File: config.mk
export PLATFORM = sky130hd
export DESIGN_NAME = segmem_ctrl
export DESIGN_NICKNAME = d
export VERILOG_FILES = /design/src/rtl/segmem_pkg.sv /design/src/rtl/segmem_bank.sv /design/src/rtl/segmem_clr_seq.sv /design/src/rtl/segmem_gate.sv /design/src/rtl/segmem_ctrl.sv
export SDC_FILE = /design/constraint.sdc
export NUM_CORES = 1
export LEC_CHECK = 0
export BUFFER_PORTS_ARGS = -buffer_cell sky130_fd_sc_hd__buf_2
export CAP_MARGIN = 5
export CORE_MARGIN = 2
export CORE_UTILIZATION = 35
export DETAILED_ROUTE_END_ITERATION = 12
export PLACE_DENSITY_LB_ADDON = 0.1
export SYNTH_ARGS = -nofsm -noshare
export SYNTH_HDL_FRONTEND = slang
export SYNTH_HIERARCHICAL = 1
export SYNTH_SLANG_ARGS = --single-unit
File: constraint.sdc
create_clock -name clk -period 2.95 [get_ports clk]
set_input_delay 0.4425 -clock clk [delete_from_list [all_inputs] [get_ports clk]]
set_output_delay 0.4425 -clock clk [all_outputs]
set_load 0.005 [all_outputs]
File: src/rtl/segmem_pkg.sv
package segmem_pkg;
  localparam int unsigned WORD_W      = 8;
  localparam int unsigned BP_PER_FP   = 4;
  localparam int unsigned FP_PER_WORD = WORD_W / BP_PER_FP;

  typedef enum logic {
    BANK_DATA  = 1'b0,
    BANK_BLINK = 1'b1
  } bank_e;
endpackage

File: src/rtl/segmem_bank.sv
module segmem_bank #(
  parameter int unsigned DEPTH = 8,
  parameter int unsigned AW    = 3,
  localparam int unsigned W    = segmem_pkg::WORD_W
) (
  input  logic                 clk,
  input  logic                 rst_n,
  input  logic                 host_we,
  input  logic [AW-1:0]        host_addr,
  input  logic [W-1:0]         host_wdata,
  input  logic                 clr_we,
  input  logic [AW-1:0]        clr_addr,
  input  logic [AW-1:0]        rd_addr,
  output logic [W-1:0]         rd_data,
  output logic [DEPTH*W-1:0]   flat
);
  logic [W-1:0] mem [DEPTH];

  logic host_in_range, rd_in_range;
  assign host_in_range = {1'b0, host_addr} < (AW+1)'(DEPTH);
  assign rd_in_range   = {1'b0, rd_addr}   < (AW+1)'(DEPTH);

  always_ff @(posedge clk) begin
    if (!rst_n) begin
      for (int i = 0; i < int'(DEPTH); i++) mem[i] <= '0;
    end else if (clr_we) begin
      mem[clr_addr] <= '0;
    end else if (host_we && host_in_range) begin
      mem[host_addr] <= host_wdata;
    end
  end

  assign rd_data = rd_in_range ? mem[rd_addr] : '0;

  for (genvar g = 0; g < int'(DEPTH); g++) begin : g_flat
    assign flat[g*W +: W] = mem[g];
  end

  // a clear strobe zeroes its word
  a_r4_word_zeroed: assert property (@(posedge clk) disable iff (!rst_n)
    clr_we |=> mem[$past(clr_addr)] == '0);

  // an accepted host write lands
  a_r2_write_lands: assert property (@(posedge clk) disable iff (!rst_n)
    host_we && !clr_we && host_in_range |=> mem[$past(host_addr)] == $past(host_wdata));
endmodule

File: src/rtl/segmem_clr_seq.sv
module segmem_clr_seq #(
  parameter int unsigned DEPTH = 8,
  parameter int unsigned AW    = 3
) (
  input  logic          clk,
  input  logic          rst_n,
  input  logic          start,
  input  logic          bank_sel,
  output logic          busy,
  output logic [AW-1:0] clr_addr,
  output logic          clr_we_data,
  output logic          clr_we_blink
);
  import segmem_pkg::*;

  localparam logic [AW-1:0] LAST = AW'(DEPTH - 1);

  logic [AW-1:0] ptr;
  bank_e         bank_q;

  always_ff @(posedge clk) begin
    if (!rst_n) begin
      busy   <= 1'b0;
      ptr    <= '0;
      bank_q <= BANK_DATA;
    end else if (!busy) begin
      if (start) begin
        busy   <= 1'b1;
        ptr    <= '0;
        bank_q <= bank_e'(bank_sel);
      end
    end else if (ptr == LAST) begin
      busy <= 1'b0;
    end else begin
      ptr <= ptr + 1'b1;
    end
  end

  assign clr_addr     = ptr;
  assign clr_we_data  = busy && (bank_q == BANK_DATA);
  assign clr_we_blink = busy && (bank_q == BANK_BLINK);

  a_r5_starts: assert property (@(posedge clk) disable iff (!rst_n)
    !busy && start |=> busy && ptr == '0);
  a_r5_holds: assert property (@(posedge clk) disable iff (!rst_n)
    busy && ptr != LAST |=> busy && ptr == $past(ptr) + 1'b1);
  a_r5_ends: assert property (@(posedge clk) disable iff (!rst_n)
    busy && ptr == LAST |=> !busy);
  a_r7_bank_held: assert property (@(posedge clk) disable iff (!rst_n)
    busy |=> $stable(bank_q));
  a_r7_one_bank: assert property (@(posedge clk) disable iff (!rst_n)
    !(clr_we_data && clr_we_blink));
endmodule

File: src/rtl/segmem_gate.sv
module segmem_gate #(
  parameter int unsigned NSEG = 64,
  parameter int unsigned NFP  = 16
) (
  input  logic            clk,
  input  logic            rst_n,
  input  logic [NSEG-1:0] data,
  input  logic [NSEG-1:0] blink,
  input  logic            blank,
  input  logic            mod_en,
  input  logic [NFP-1:0]  fp_en,
  input  logic            blink_show,
  output logic [NSEG-1:0] seg_on
);
  import segmem_pkg::*;

  logic global_open;
  assign global_open = mod_en && !blank;

  for (genvar s = 0; s < int'(NSEG); s++) begin : g_seg
    localparam int unsigned FP = s / BP_PER_FP;
    logic visible;
    assign visible   = !blink[s] || blink_show;
    assign seg_on[s] = data[s] && global_open && fp_en[FP] && visible;

    a_r9_fp_gate: assert property (@(posedge clk) disable iff (!rst_n)
      seg_on[s] |-> fp_en[FP] && data[s]);
  end

  a_r8_blank_dark: assert property (@(posedge clk) disable iff (!rst_n)
    blank |-> seg_on == '0);
  a_r9_module_off: assert property (@(posedge clk) disable iff (!rst_n)
    !mod_en |-> seg_on == '0);
  a_r10_blink_hidden: assert property (@(posedge clk) disable iff (!rst_n)
    !blink_show |-> (seg_on & blink) == '0);
endmodule

File: src/rtl/segmem_ctrl.sv
module segmem_ctrl #(
  parameter int unsigned NUM_WORDS = 8,
  localparam int unsigned AW   = (NUM_WORDS > 1) ? $clog2(NUM_WORDS) : 1,
  localparam int unsigned W    = segmem_pkg::WORD_W,
  localparam int unsigned NSEG = NUM_WORDS * W,
  localparam int unsigned NFP  = NUM_WORDS * segmem_pkg::FP_PER_WORD
) (
  input  logic            clk,
  input  logic            rst_n,
  input  logic            bank_sel,
  input  logic            wr_en,
  input  logic [AW-1:0]   wr_addr,
  input  logic [W-1:0]    wr_data,
  input  logic [AW-1:0]   rd_addr,
  output logic [W-1:0]    rd_data,
  input  logic            clr_start,
  output logic            clr_busy,
  input  logic            blank,
  input  logic            mod_en,
  input  logic [NFP-1:0]  fp_en,
  input  logic            blink_show,
  output logic [NSEG-1:0] seg_on
);
  import segmem_pkg::*;

  logic [AW-1:0]   clr_addr;
  logic            clr_we_data, clr_we_blink;
  logic            host_we_data, host_we_blink;
  logic [W-1:0]    rd_data_bank, rd_blink_bank;
  logic [NSEG-1:0] data_flat, blink_flat;

  segmem_clr_seq #(.DEPTH(NUM_WORDS), .AW(AW)) i_clr (
    .clk, .rst_n,
    .start       (clr_start),
    .bank_sel    (bank_sel),
    .busy        (clr_busy),
    .clr_addr    (clr_addr),
    .clr_we_data (clr_we_data),
    .clr_we_blink(clr_we_blink)
  );

  assign host_we_data  = wr_en && !clr_busy && (bank_e'(bank_sel) == BANK_DATA);
  assign host_we_blink = wr_en && !clr_busy && (bank_e'(bank_sel) == BANK_BLINK);

  segmem_bank #(.DEPTH(NUM_WORDS), .AW(AW)) i_data_bank (
    .clk, .rst_n,
    .host_we   (host_we_data),
    .host_addr (wr_addr),
    .host_wdata(wr_data),
    .clr_we    (clr_we_data),
    .clr_addr  (clr_addr),
    .rd_addr   (rd_addr),
    .rd_data   (rd_data_bank),
    .flat      (data_flat)
  );

  segmem_bank #(.DEPTH(NUM_WORDS), .AW(AW)) i_blink_bank (
    .clk, .rst_n,
    .host_we   (host_we_blink),
    .host_addr (wr_addr),
    .host_wdata(wr_data),
    .clr_we    (clr_we_blink),
    .clr_addr  (clr_addr),
    .rd_addr   (rd_addr),
    .rd_data   (rd_blink_bank),
    .flat      (blink_flat)
  );

  assign rd_data = bank_sel ? rd_blink_bank : rd_data_bank;

  segmem_gate #(.NSEG(NSEG), .NFP(NFP)) i_gate (
    .clk, .rst_n,
    .data      (data_flat),
    .blink     (blink_flat),
    .blank     (blank),
    .mod_en    (mod_en),
    .fp_en     (fp_en),
    .blink_show(blink_show),
    .seg_on    (seg_on)
  );

  // memory words do not move from host traffic during a clear
  a_r6_no_host_write: assert property (@(posedge clk) disable iff (!rst_n)
    clr_busy && wr_en && !bank_sel && !clr_we_data |=> $stable(data_flat));
endmodule

## Yosys cells after proc, flatten, opt, wreduce, memory -nomap -nowiden

Memories as Yosys holds them, arrays and structs flattened.
Cells that the tools add are included.

- Memory bits (writable): 128
- Output and inout port bits: 73
- Input port bits: 38
- Register bits after elaboration: 5
- Logic and storage cells: 380
- Memories kept: 2

- Reduce and logical (&&, ||, !) cells: 335
- Muxes and demuxes: 34
- Bitwise gates (word level): 3
- Equality and inequality tests: 2
- Add/sub/neg operators: 1

Memory list:

| name | words | bits a word | read ports | clocked after Yosys merged registers in | wr ports | RTL line | RTL |
|---|---|---|---|---|---|---|---|
| i_blink_bank.mem | 8 | 8 | 9 | 0 | 8 | segmem_bank.sv:17 | `logic [W-1:0] mem [DEPTH];` |
| i_data_bank.mem | 8 | 8 | 9 | 0 | 8 | segmem_bank.sv:17 |  |

Operator list:

| kind | number |
|---|---|
| logical AND 1 bit | 198 |
| zero test 1 bit | 66 |
| logical OR 1 bit | 64 |
| two-way mux 8 bit | 5 |
| OR reduction 8 bit | 4 |
| two-way mux 1 bit | 22 |
| two-way mux 3 bit | 7 |
| AND reduction 2 bit | 2 |
| adder 3 x 1 -> 3 bit, second input constant | 1 |
| equality test 3 bit, second input constant | 1 |
| NOT 1 bit | 3 |
| != test 2 bit, second input constant | 1 |
| nonzero test 2 bit | 1 |

## Logic depth before layout (Yosys ltp)

Gate-level depths: netlist (run 1).

- Word-level depth: 9
- Mapped depth: 7
- Mapped depth without buffers: 5

## By module

The synthesis (run 1) kept the hierarchy.

By module, submodules not included:

| module | area each (um2) | times used | cells each | seq. area each (um2) |
|---|---|---|---|---|
| segmem_bank at i_data_bank | 3106.7 | 1 | 198 | 1921.8 |
| segmem_bank at i_blink_bank | 3019.1 | 1 | 207 | 1921.8 |
| segmem_gate | 1433.9 | 1 | 154 | 0.0 |
| segmem_clr_seq | 229.0 | 1 | 25 | 100.1 |
| segmem_ctrl | 148.9 | 1 | 11 | 0.0 |

## Least setup slack after synthesis (run 1)

Ideal clock, no wire load.

- Kind: input to register
- From: in bank_sel
- To: mem i_data_bank/mem[0][0] in the netlist's numbering (enable)
- Required time: 2566 ps
- Buffers on the path: 1
- Setup slack: 246 ps
- Setup time: 384 ps
- Stages on the path: 5
- Arrival time: 2320 ps
- Cell sequence: buf_6 -> nor3b_1 -> or3b_4 -> a21o_1 -> o21ai_0

RTL lines:

| element | RTL line | RTL |
|---|---|---|
| from (decl) | segmem_ctrl.sv:10 | `input logic bank_sel,` |
| to (decl) | segmem_bank.sv:17 |  |

## Worst setup path in the final report (run 1)

- From: in rd_addr[1]
- To: out rd_data[5]

- Word-level cells in the longest chain between the ends: 2
- Elaborated cells on any way between the ends: 3
- Those cells by class: mux (1); memory (2)

Ends and longest elaborated chain:

| element | RTL line | RTL |
|---|---|---|
| from (decl) | segmem_ctrl.sv:14 | `input logic [AW-1:0] rd_addr,` |
| memory (8 x 8 bit) | n/a |  |
| net rd_data_bank[5] | segmem_ctrl.sv:29 | `logic [W-1:0] rd_data_bank, rd_blink_bank;` |
| two-way mux 8 bit | segmem_ctrl.sv:69 | `assign rd_data = bank_sel ? rd_blink_bank : rd_data_bank;` |
| to (decl) | segmem_ctrl.sv:15 | `output logic [W-1:0] rd_data,` |

The timed path passes the listed nets, and every way through them passes these cells.

==> results.yml, run 1 <==
grt:
  grt_util_met1_pct: 28.87
  grt_max_degree: 33
  gr-usage-all-layers_pct: 21.87
  grt-ovfl-total: 0
  grt_pass1_wl_um: 37330
  use_met2_pct: 36.69
  antenna_found_initial: 0
  grt.busiest_layer: "met2"
  first_global_vias: 5626
  met3_usage_pct: 4.287
cts:
  cts_buffers: 17
  post_cts_buffers: 0
  cts_tree: "built"
  clock_sink_count: 133
  path_clk_slew_ns: 0.06
  cts_resized: 0
  postCtsHoldBufs: 0
  root_buffer: "clkbuf_16"
  h-tree-depth: 4
  cts_buffer_depth: 2
  worst_skew_pair.late_latency_ns: 0.42
worst_setup_path:
  path_delay_family: "multiplexers"
  critPathKind: "input port to output port"
  arrival_ns: 2.17
  r2r_cells: 5
  worstSetupEndpointType: "output port"
  slowest_delay_ns: 0.38
  reg2reg_to: "i_data_bank/mem[3][3]"
  crit_path_top_delay_cell: "mux4_2"
  r2r_slack_ns: 0.60
  crit_fanout: 15
  r2r-start: "i_clr/busy"
  worst_setup_path_start_kind: "input port"
  crit_top_cell: "buf_2"
  crit_buf_inv: 3
  path_cells: "buf_2 -> buf_4 -> mux4_2 -> mux2_2 -> mux2_4 -> buf_2"
  worstPathRequired_ns: 2.51
sta:
  fmax_mhz: 383.0
  fin_skew_ns: 0.006392
  period_share_pct: 88.50
  period_needed_ns: 2.611
  setup_viol: 0
  finalHoldViolations: 0
  slew_headroom_pct: 33.23
  final_max_slew_viol_count: 0
  grt_setup_unrepaired: "no"
  setup_tns_ns: 0
  tightest_slew_ns: 1.000
routing:
  num_vias: 5412
  firstDrtPassIters: 5
  avgViaCountPerCell: 5.275
  ant_nets: 0
  wl_per_cell_um: 24.91
  drt_iter0_drc: 390
  drc: 0
  wl_um: 25560
min_path:
  min_delay_path_depth: 3
  hp-class: "input port to register"
  hp-start: "clr_start"
  holdPathEnd: "i_clr/bank_q"
logic_synthesis:
  async_reset_ff_share_pct: 0
  synthTopCellsByArea: "edfxtp_1, nor3b_2, nor2b_1"
  synth-main-ff-cell: "edfxtp_1"
  yosys.area.top_type: "edfxtp_1"
  yosys.area.top_type_share_pct: 48.42
  avgSynthCellArea_um2: 13.34
  ys_types: 42
  ys_seq_elements: 133
  synth_cells: 595
  synth_nets: 635
  synth_area_um2: 7938
  seq_area_frac_synth_pct: 49.68
  yosysWarnings: 6
  synth_edf_count: 128
die:
  die_h_um: 154.6
  coreArea_um2: 22430
  rows: 55
  ioPinCount: 111
  die-width_um: 154.6
  dieArea_um2: 23900
  start_util_pct: 35.38
cells_and_area:
  nNetsFinal: 768
  multi_input_area_um2: 3772
  fin_area_um2: 9488
  fillerInstances: 2104
  drive_above_1_share_pct: 36.84
  final_util_pct: 42.29
  area_growth_pct: 19.53
  regArea_um2: 3944
  diodes: 0
power:
  clkPwrFrac_pct: 43.7
  internal_power_uw: 3705
  netSwitchingPower_uw: 1155
  leakage_uw: 0.003598
  peakVddDrop_mv: 0.3669
  pwr_density_cell_nw_per_um2: 512.2
  switching_share_pct: 23.76
  pwr-share-comb_pct: 10.9
  p_seq_share_pct: 45.3
outcome:
  status: "completed"
place:
  gp_congestion: 0.8970
  hpwl_um: 19840
  place_area_um2: 8896
  io_buffers: 110
flow_run:
  drv_cap: 0
==> cell families (layout without fill, tap and decap cells) <==
| logic type | Yosys count | count (layout) | share of synthesized area [%] |
|---|---|---|---|
| simple gates | 328 | 328 | 28.83 |
| mux | 64 | 64 | 14.63 |
| compound gates | 37 | 37 | 3.752 |
| buf+inv | 31 | 177 | 2.790 |
| flops | 133 | 133 | 49.68 |
| fa+ha+maj | 2 | 2 | 0.3152 |
==> Yosys cell counts, types with 2 or more instances <==
| master | number |
|---|---|
| buf_12 | 2 |
| buf_6 | 6 |
| buf_1 | 3 |
| edfxtp_1 | 128 |
| nand2b_1 | 6 |
| a2111oi_4 | 3 |
| nor3b_1 | 25 |
| and2_1 | 64 |
| mux2_2 | 19 |
| nor3_1 | 4 |
| ha_1 | 2 |
| nand2_1 | 16 |
| nor3b_2 | 41 |
| clkbuf_1 | 6 |
| nor2_1 | 73 |
| inv_1 | 4 |
| o22ai_1 | 3 |
| mux2i_1 | 5 |
| nand3b_4 | 10 |
| a21o_1 | 2 |
| o2111ai_1 | 8 |
| o21ai_0 | 19 |
| nand3b_1 | 8 |
| and3b_1 | 2 |
| nor2b_1 | 71 |
| mux4_2 | 17 |
| buf_4 | 5 |
| mux2_4 | 8 |
| buf_2 | 4 |
| mux4_1 | 15 |
| dfxtp_1 | 5 |
==> flip-flops by register name, indices dropped and copies added (netlist names) <==
name / cells
i_blink_bank/mem: 64
i_data_bank/mem: 64
i_clr/clr_addr: 3
i_clr/bank_q: 1
i_clr/busy: 1
==> through the flow <==
stage	std cells	setup slack (ns)	hold WS (ns)	power [uW]
6_report	1026	0.3392	0.3164	4860
5_1_grt	1026	0.2838	0.3289	5014
4_1_cts	1026	0.3142	0.2959	4897
3_5_place_dp	994	0.3142	0.5100	2777
3_3_place_gp	994	0.3433	0.4939	2772
2_1_floorplan	595	0.2463	0.4660	2540
==> final cells by class <==
type,instances,share of cell area (%)
well taps,285,3.758
multi-input cells,431,39.76
inverters,4,0.1582
flip-flops and latches,133,41.57
clock buffers,19,4.563
clock inverters,13,1.675
repair buffers,141,8.519
==> worst register-to-register path, stage by stage (launching register included) <==
cell,delay (ns)
dfxtp_1,0.48
nor2b_1,0.39
nand3b_2,0.39
mux2_2,0.39
o21ai_0,0.14
buf_4,0.24
==> layer usage <==
metal | share of wire, % | vias to the layer above | wire length, um
met5 | 0 | - | 0
met4 | 1.3 | 0 | 336
met3 | 6.2 | 19 | 1590
met2 | 49 | 190 | 12600
met1 | 43 | 2726 | 11030
li1 | - | 2477 | -
==> cell usage in the layout (no fill, tap or decap), drive strengths merged <==
master / n
nor3: 4
mux4: 32
dfxtp: 5
or3b: 1
mux2: 27
clkinv: 6
o21ai: 20
nor2b: 71
mux2i: 5
inv: 4
nand4b: 1
nand4bb: 1
a2111oi: 3
o2111ai: 8
nor4: 1
or2: 1
nand2: 16
edfxtp: 128
nor3b: 66
nand3b: 19
o22ai: 3
clkbuf: 19
bufinv: 3
ha: 2
a21o: 2
and2: 64
nor2: 73
and3b: 3
a21boi: 1
clkinvlp: 4
buf: 141
nand2b: 7
==> power groups by stage <==
stage               logic, uW  clock network (uW)  registers, uW
floorplan                 338                   0           2200
global placement          528                   0           2240
detailed placement        535                   0           2240
CTS                       536                2160           2200
global route              568                2240           2210
finish                    532                2130           2200
==> worst max path at each step <==
stage,from,endpoint,cells past startpoint
2_1_floorplan,bank_sel,i_data_bank/mem[0][0],5
3_3_place_gp,rd_addr[1],rd_data[3],6
3_5_place_dp,rd_addr[1],rd_data[5],6
4_1_cts,rd_addr[1],rd_data[5],6
5_1_grt,rd_addr[1],rd_data[5],6
6_report,rd_addr[1],rd_data[5],6
Note: power is estimated with default switching activity, not from simulation.
==> run 2, diff against run 1 <==
--- a/config.mk
+++ b/config.mk
@@ -5,6 +5,7 @@
 export SDC_FILE = /design/constraint.sdc
 export NUM_CORES = 1
 export LEC_CHECK = 0
+export ABC_AREA = 1
 export BUFFER_PORTS_ARGS = -buffer_cell sky130_fd_sc_hd__buf_2
 export CAP_MARGIN = 5
 export CORE_MARGIN = 2
==> run 2 against run 1 <==
Against the previous run:
- hold slack gained 0.046 ns
- die area grew 3.6%
- combinational power is 11% higher
- sequential share of layout area down 0.84 points
- critical path depth increased by 3
- non-clock buffer count is 16 lower
- sequential power hardly changed
- clock power fell by 2%
- largest cell class unchanged
- register-to-register slack worse by 0.04 ns
- maximum frequency grew 9.0%
- sequential cell count is the same
==> results.yml, run 2 <==
worst_setup_path:
  crit_top_cell: "nand2_1"
  crit_buf_inv: 3
  worstPathRequired_ns: 2.51
  crit_path_top_delay_cell: "buf_2"
  path_cells: "buf_2 -> buf_12 -> o21ai_0 -> o21ai_0 -> nand2_1 -> nand2_1 -> nand2_1 -> nand2_1 -> buf_2"
  crit_fanout: 43
  slowest_delay_ns: 0.34
  r2r_slack_ns: 0.56
  critPathKind: "input port to output port"
  worst_setup_path_start_kind: "input port"
  path_delay_family: "buffers and inverters"
  arrival_ns: 1.95
  worstSetupEndpointType: "output port"
min_path:
  hp-class: "input port to register"
cells_and_area:
  drive_above_1_share_pct: 17.64
  final_cell_mix: "nor2_1, nand2_1, inv_1"
  final_util_pct: 41.63
  diodes: 0
  fin_cells: 1538
  final_common_cell: "nor2_1"
  fillerInstances: 2559
  area_growth_pct: 17.66
  nNetsFinal: 1246
logic_synthesis:
  yosys.area.top_type: "edfxtp_1"
  synthTopCellsByArea: "edfxtp_1, nor2_1, nand2_1"
  async_reset_ff_share_pct: 0
  yosysWarnings: 6
  ys_seq_elements: 133
  synth_edf_count: 128
  ys_types: 23
  synth_area_um2: 8230
  synth-main-ff-cell: "edfxtp_1"
  avgSynthCellArea_um2: 7.482
  seq_area_frac_synth_pct: 47.92
  synth_top_family_by_area: "simple AND/OR/NAND/NOR gates"
  synth_cells: 1100
  yosys-top-cells-count: "nor2_1, nand2_1, inv_1"
  synthMuxAreaShare_pct: 0
  yosys.area.top_type_share_pct: 46.70
  synth-simple-area-share_pct: 35.50
  synth_xor_area_share_pct: 0
  synth_nets: 1140
  yosysMostFrequentCell: "nor2_1"
  yosys.area_share.adder_pct: 0.3040
  synth_compound_area_share_pct: 6.355
power:
  clkPwrFrac_pct: 42.8
  pwr_density_cell_nw_per_um2: 505.3
  peakVddDrop_mv: 0.3320
  leakage_uw: 0.004746
  pwr-share-comb_pct: 12.1
  netSwitchingPower_uw: 1330
  switching_share_pct: 27.17
  internal_power_uw: 3564
  p_seq_share_pct: 45.1
die:
  ioPinCount: 111
  rows: 56
  die_h_um: 157.3
  die-width_um: 157.3
  dieArea_um2: 24760
  start_util_pct: 35.38
  coreArea_um2: 23260
cts:
  path_clk_slew_ns: 0.06
  post_cts_buffers: 0
  cts_tree: "built"
  postCtsHoldBufs: 0
  h-tree-depth: 4
  cts_buffers: 17
  root_buffer: "clkbuf_16"
  cts_resized: 0
  worst_skew_pair.late_latency_ns: 0.42
  cts_buffer_depth: 2
  clock_sink_count: 133
outcome:
  status: "completed"
flow_run:
  drv_cap: 0
routing:
  wl_um: 29300
  firstDrtPassIters: 5
  drt_iter0_drc: 601
  avgViaCountPerCell: 4.867
  ant_nets: 0
  drc: 0
  wl_per_cell_um: 19.05
  num_vias: 7486
grt:
  first_global_vias: 7377
  gr-usage-all-layers_pct: 24.26
  grt-ovfl-total: 0
  grt_max_degree: 65
  grt_pass1_wl_um: 43110
  antenna_found_initial: 0
place:
  hpwl_um: 22860
  dp_slack_ns: 0.4750
  io_buffers: 110
  gp_congestion: 0.9304
  post-place-cells: 1506
sta:
  fin_skew_ns: 0.007058
  setup_tns_ns: 0
  period_share_pct: 81.22
  worst_slack_ns: 0.5539
  tightest_slew_ns: 0.5963
  final_max_slew_viol_count: 0
  fmax_mhz: 417.4
  setup_viol: 0
  finalHoldViolations: 0
  slew_headroom_pct: 60.15
  grt_setup_unrepaired: "no"
  period_needed_ns: 2.396
-- run 2: tightest hold or removal path, stage by stage --
cell     delay [ns]
buf_2          0.13
nand3_1        0.09
a21oi_1        0.07
-- run 2: layout make-up --
class / instances / area (um2) / share of cell area, %
Tap cell: 319 / 399.1 / 4.121
Clock inverter: 15 / 155.1 / 1.602
Inverter: 154 / 578.1 / 5.969
Timing Repair Buffer: 125 / 713.2 / 7.364
Multi-Input combinational cell: 775 / 3470 / 35.83
Sequential cell: 133 / 3944 / 40.72
Clock buffer: 17 / 425.4 / 4.393
-- run 2: cell families after synthesis --
kind of cell / after synthesis
AOI/OAI and AO/OA: 103
adders and majority gates: 2
buffers and inverters: 192
DFF: 133
and+or+nand+nor: 670
-- run 2: per-layer routing --
layer | vias up | track usage (%) | part of all wire (%)
li1 | 3603 | - | -
met1 | 3499 | 32.94 | 45
met2 | 343 | 39.57 | 46
met3 | 41 | 3.579 | 6.1
met4 | 0 | 8.442 | 2.7
met5 | - | 0 | 0
-- run 2: power by group through the flow --
stage	Combinational, uW	Clock (uW)	Sequential, uW
after floorplan	375	0	2210
after global placement	587	0	2250
after detailed placement	585	0	2250
after CTS	588	2120	2210
after global routing	651	2210	2220
final	592	2090	2210
-- run 2: worst paths after layout --
path | start | to | cells past startpoint
min | clr_start | i_clr/bank_q | 3
min reg2reg | i_clr/bank_q | i_clr/bank_q | 2
max reg2reg | i_clr/busy | i_data_bank/mem[7][1] | 11
max | rd_addr[1] | rd_data[6] | 9
-- run 2: metrics by stage --
stage          power (uW)  area, um2  hold WS [ns]
6_report             4894       9684        0.3621
5_1_grt              5076       9684        0.3734
4_1_cts              4919       9684        0.3366
3_5_place_dp         2835       9104        0.4739
3_3_place_gp         2839       9104        0.4660
2_1_floorplan        2585       8230        0.4530
==> run 3, diff against run 2 <==
==> constraint.sdc (replaced) <==
create_clock -name clk -period 1.9 [get_ports clk]
set_input_delay 0.285 -clock clk [delete_from_list [all_inputs] [get_ports clk]]
set_output_delay 0.285 -clock clk [all_outputs]
set_load 0.005 [all_outputs]
==> run 3 against run 2 <==
Against the previous run:
- the flow now finishes with violations (setup timing)
- sequential power up 55%
- non-clock buffer count grew 76
- utilization is 5.1 points higher
- global-route usage decreased by 0.27 points
- die area did not move
- wire length is 0.51% higher
- critical endpoint is now rd_data[3]
- largest cell class unchanged
- largest power group unchanged
==> results.yml, run 3 (synthesis gave the netlist of run 2 again) <==
outcome:
  status: "finished with violations"
  violations: "setup timing"
cts:
  cts_buffers: 17
  root_buffer: "clkbuf_16"
  postCtsHoldBufs: 0
  clock_sink_count: 133
  worst_skew_pair.late_latency_ns: 0.42
  cts_buffer_depth: 2
  path_clk_slew_ns: 0.07
  cts_tree: "built"
  h-tree-depth: 4
place:
  post-place-cells: 1574
  hpwl_um: 22720
  place_area_um2: 9977
  dp_slack_ns: -0.1636
  io_buffers: 110
  gp_congestion: 0.9419
sta:
  whs_ns: 0.1600
  period_needed_ns: 1.907
  fmax_mhz: 524.4
  fin_skew_ns: 0.007630
  finalHoldViolations: 0
  grt_setup_unrepaired: "yes"
  final_max_slew_viol_count: 0
  tightest_slew_ns: 0.4174
  period_share_pct: 100.4
  worst_slack_ns: -0.007105
  slew_headroom_pct: 72.18
  setup_tns_ns: -0.007105
  setup_viol: 1
routing:
  drc: 0
  avgViaCountPerCell: 4.764
  ant_nets: 0
  firstDrtPassIters: 7
  wl_um: 29450
  num_vias: 7684
  drt_iter0_drc: 672
  wl_per_cell_um: 18.26
die:
  start_util_pct: 35.38
  die_h_um: 157.3
  die-width_um: 157.3
  rows: 56
  coreArea_um2: 23260
  ioPinCount: 111
  dieArea_um2: 24760
worst_setup_path:
  crit_path_start: "i_blink_bank/mem[4][3]"
  reg2reg_to: "i_data_bank/mem[0][3]"
  crit_fanout: 2
  worstPathRequired_ns: 1.62
  critPathKind: "register to output port"
  r2r-start: "i_clr/busy"
  arrival_ns: 1.62
  r2r_cells: 11
  crit_end: "rd_data[3]"
  r2r_slack_ns: 0.07
  worstSetupEndpointType: "output port"
  worst_setup_path_start_kind: "register"
grt:
  antenna_found_initial: 0
  grt_pass1_wl_um: 42710
  met3_usage_pct: 3.772
  grt-ovfl-total: 0
  grt_util_met1_pct: 31.11
  grt_max_degree: 65
  grt.busiest_layer: "met2"
  gr-usage-all-layers_pct: 23.99
  use_met2_pct: 41.19
  first_global_vias: 7433
power:
  pwr_density_cell_nw_per_um2: 736.7
  peakVddDrop_mv: 0.5388
  p_seq_share_pct: 42.8
  pwr-share-comb_pct: 14.4
  netSwitchingPower_uw: 2163
  clkPwrFrac_pct: 42.8
  internal_power_uw: 5840
  leakage_uw: 0.005308
  switching_share_pct: 27.03
cells_and_area:
  final_cell_mix: "nor2_1, nand2_1, inv_1"
  area_growth_pct: 32.00
  fin_cells: 1613
  final_common_cell: "nor2_1"
  nNetsFinal: 1322
  drive_above_1_share_pct: 26.04
  diodes: 0
  fin_area_um2: 10860
flow_run:
  drv_cap: 0
min_path:
  hp-class: "input port to register"
[run 3: layout make-up]
class                      instances  area (um2)
clock inverter                    14       175.2
multi-input combinational        775        3685
tap                              319       399.1
clock buffer                      17       425.4
inverter                         154       578.1
fill                            2428       12400
timing repair buffer             201        1654
sequential                       133        3948
[run 3: worst max-delay path: stages (launching register included)]
cell and delay, ns:
edfxtp_1 0.43, nor2_1 0.11, nor2_1 0.04, o21ai_1 0.07, o21ai_1 0.11, nand2_1 0.10, nand2_2 0.07, nand2_1 0.06
nand2_1 0.06, buf_2 0.12
[run 3: how the worst min path moves through the flow]
stage          cells after the start           end  slack, ns          from
2_1_floorplan                      2  i_clr/bank_q       0.45      bank_sel
3_3_place_gp                       2  i_clr/bank_q       0.47  i_clr/bank_q
3_5_place_dp                       2  i_clr/bank_q       0.48  i_clr/bank_q
4_1_cts                            3  i_clr/bank_q       0.14     clr_start
5_1_grt                            3  i_clr/bank_q       0.16     clr_start
6_report                           3  i_clr/bank_q       0.16     clr_start
[run 3: metrics by stage]
step	utilization [%]	total power, uW
after detailed placement	42.89	4565
after global placement	42.89	4569
after global routing	46.70	8291
after floorplan	-	4014
after CTS	45.73	7991
final	46.70	8004
[run 3: timing repair]
action                     in CTS  in global routing
pin swaps                      42                 49
resized for setup              48                 55
setup endpoints to repair      80                159
setup buffers                   6                 10
cloned                          0                  1
[run 3: power groups by stage]
stage                     Sequential, uW  Combinational (uW)  Clock, uW
after floorplan                     3430                 581          0
after global placement              3490                1080          0
after detailed placement            3490                1070          0
after CTS                           3430                1090       3470
after global routing                3440                1250       3600
final                               3430                1150       3420
[run 3: layer usage]
metal / share of wire, % / wire length (um) / vias up
met4: 2.4 / 706 / 0
met3: 5.6 / 1663 / 40
li1: - / - / 3754
met5: 0 / 0 / -
met2: 48 / 14200 / 281
met1: 44 / 12890 / 3609
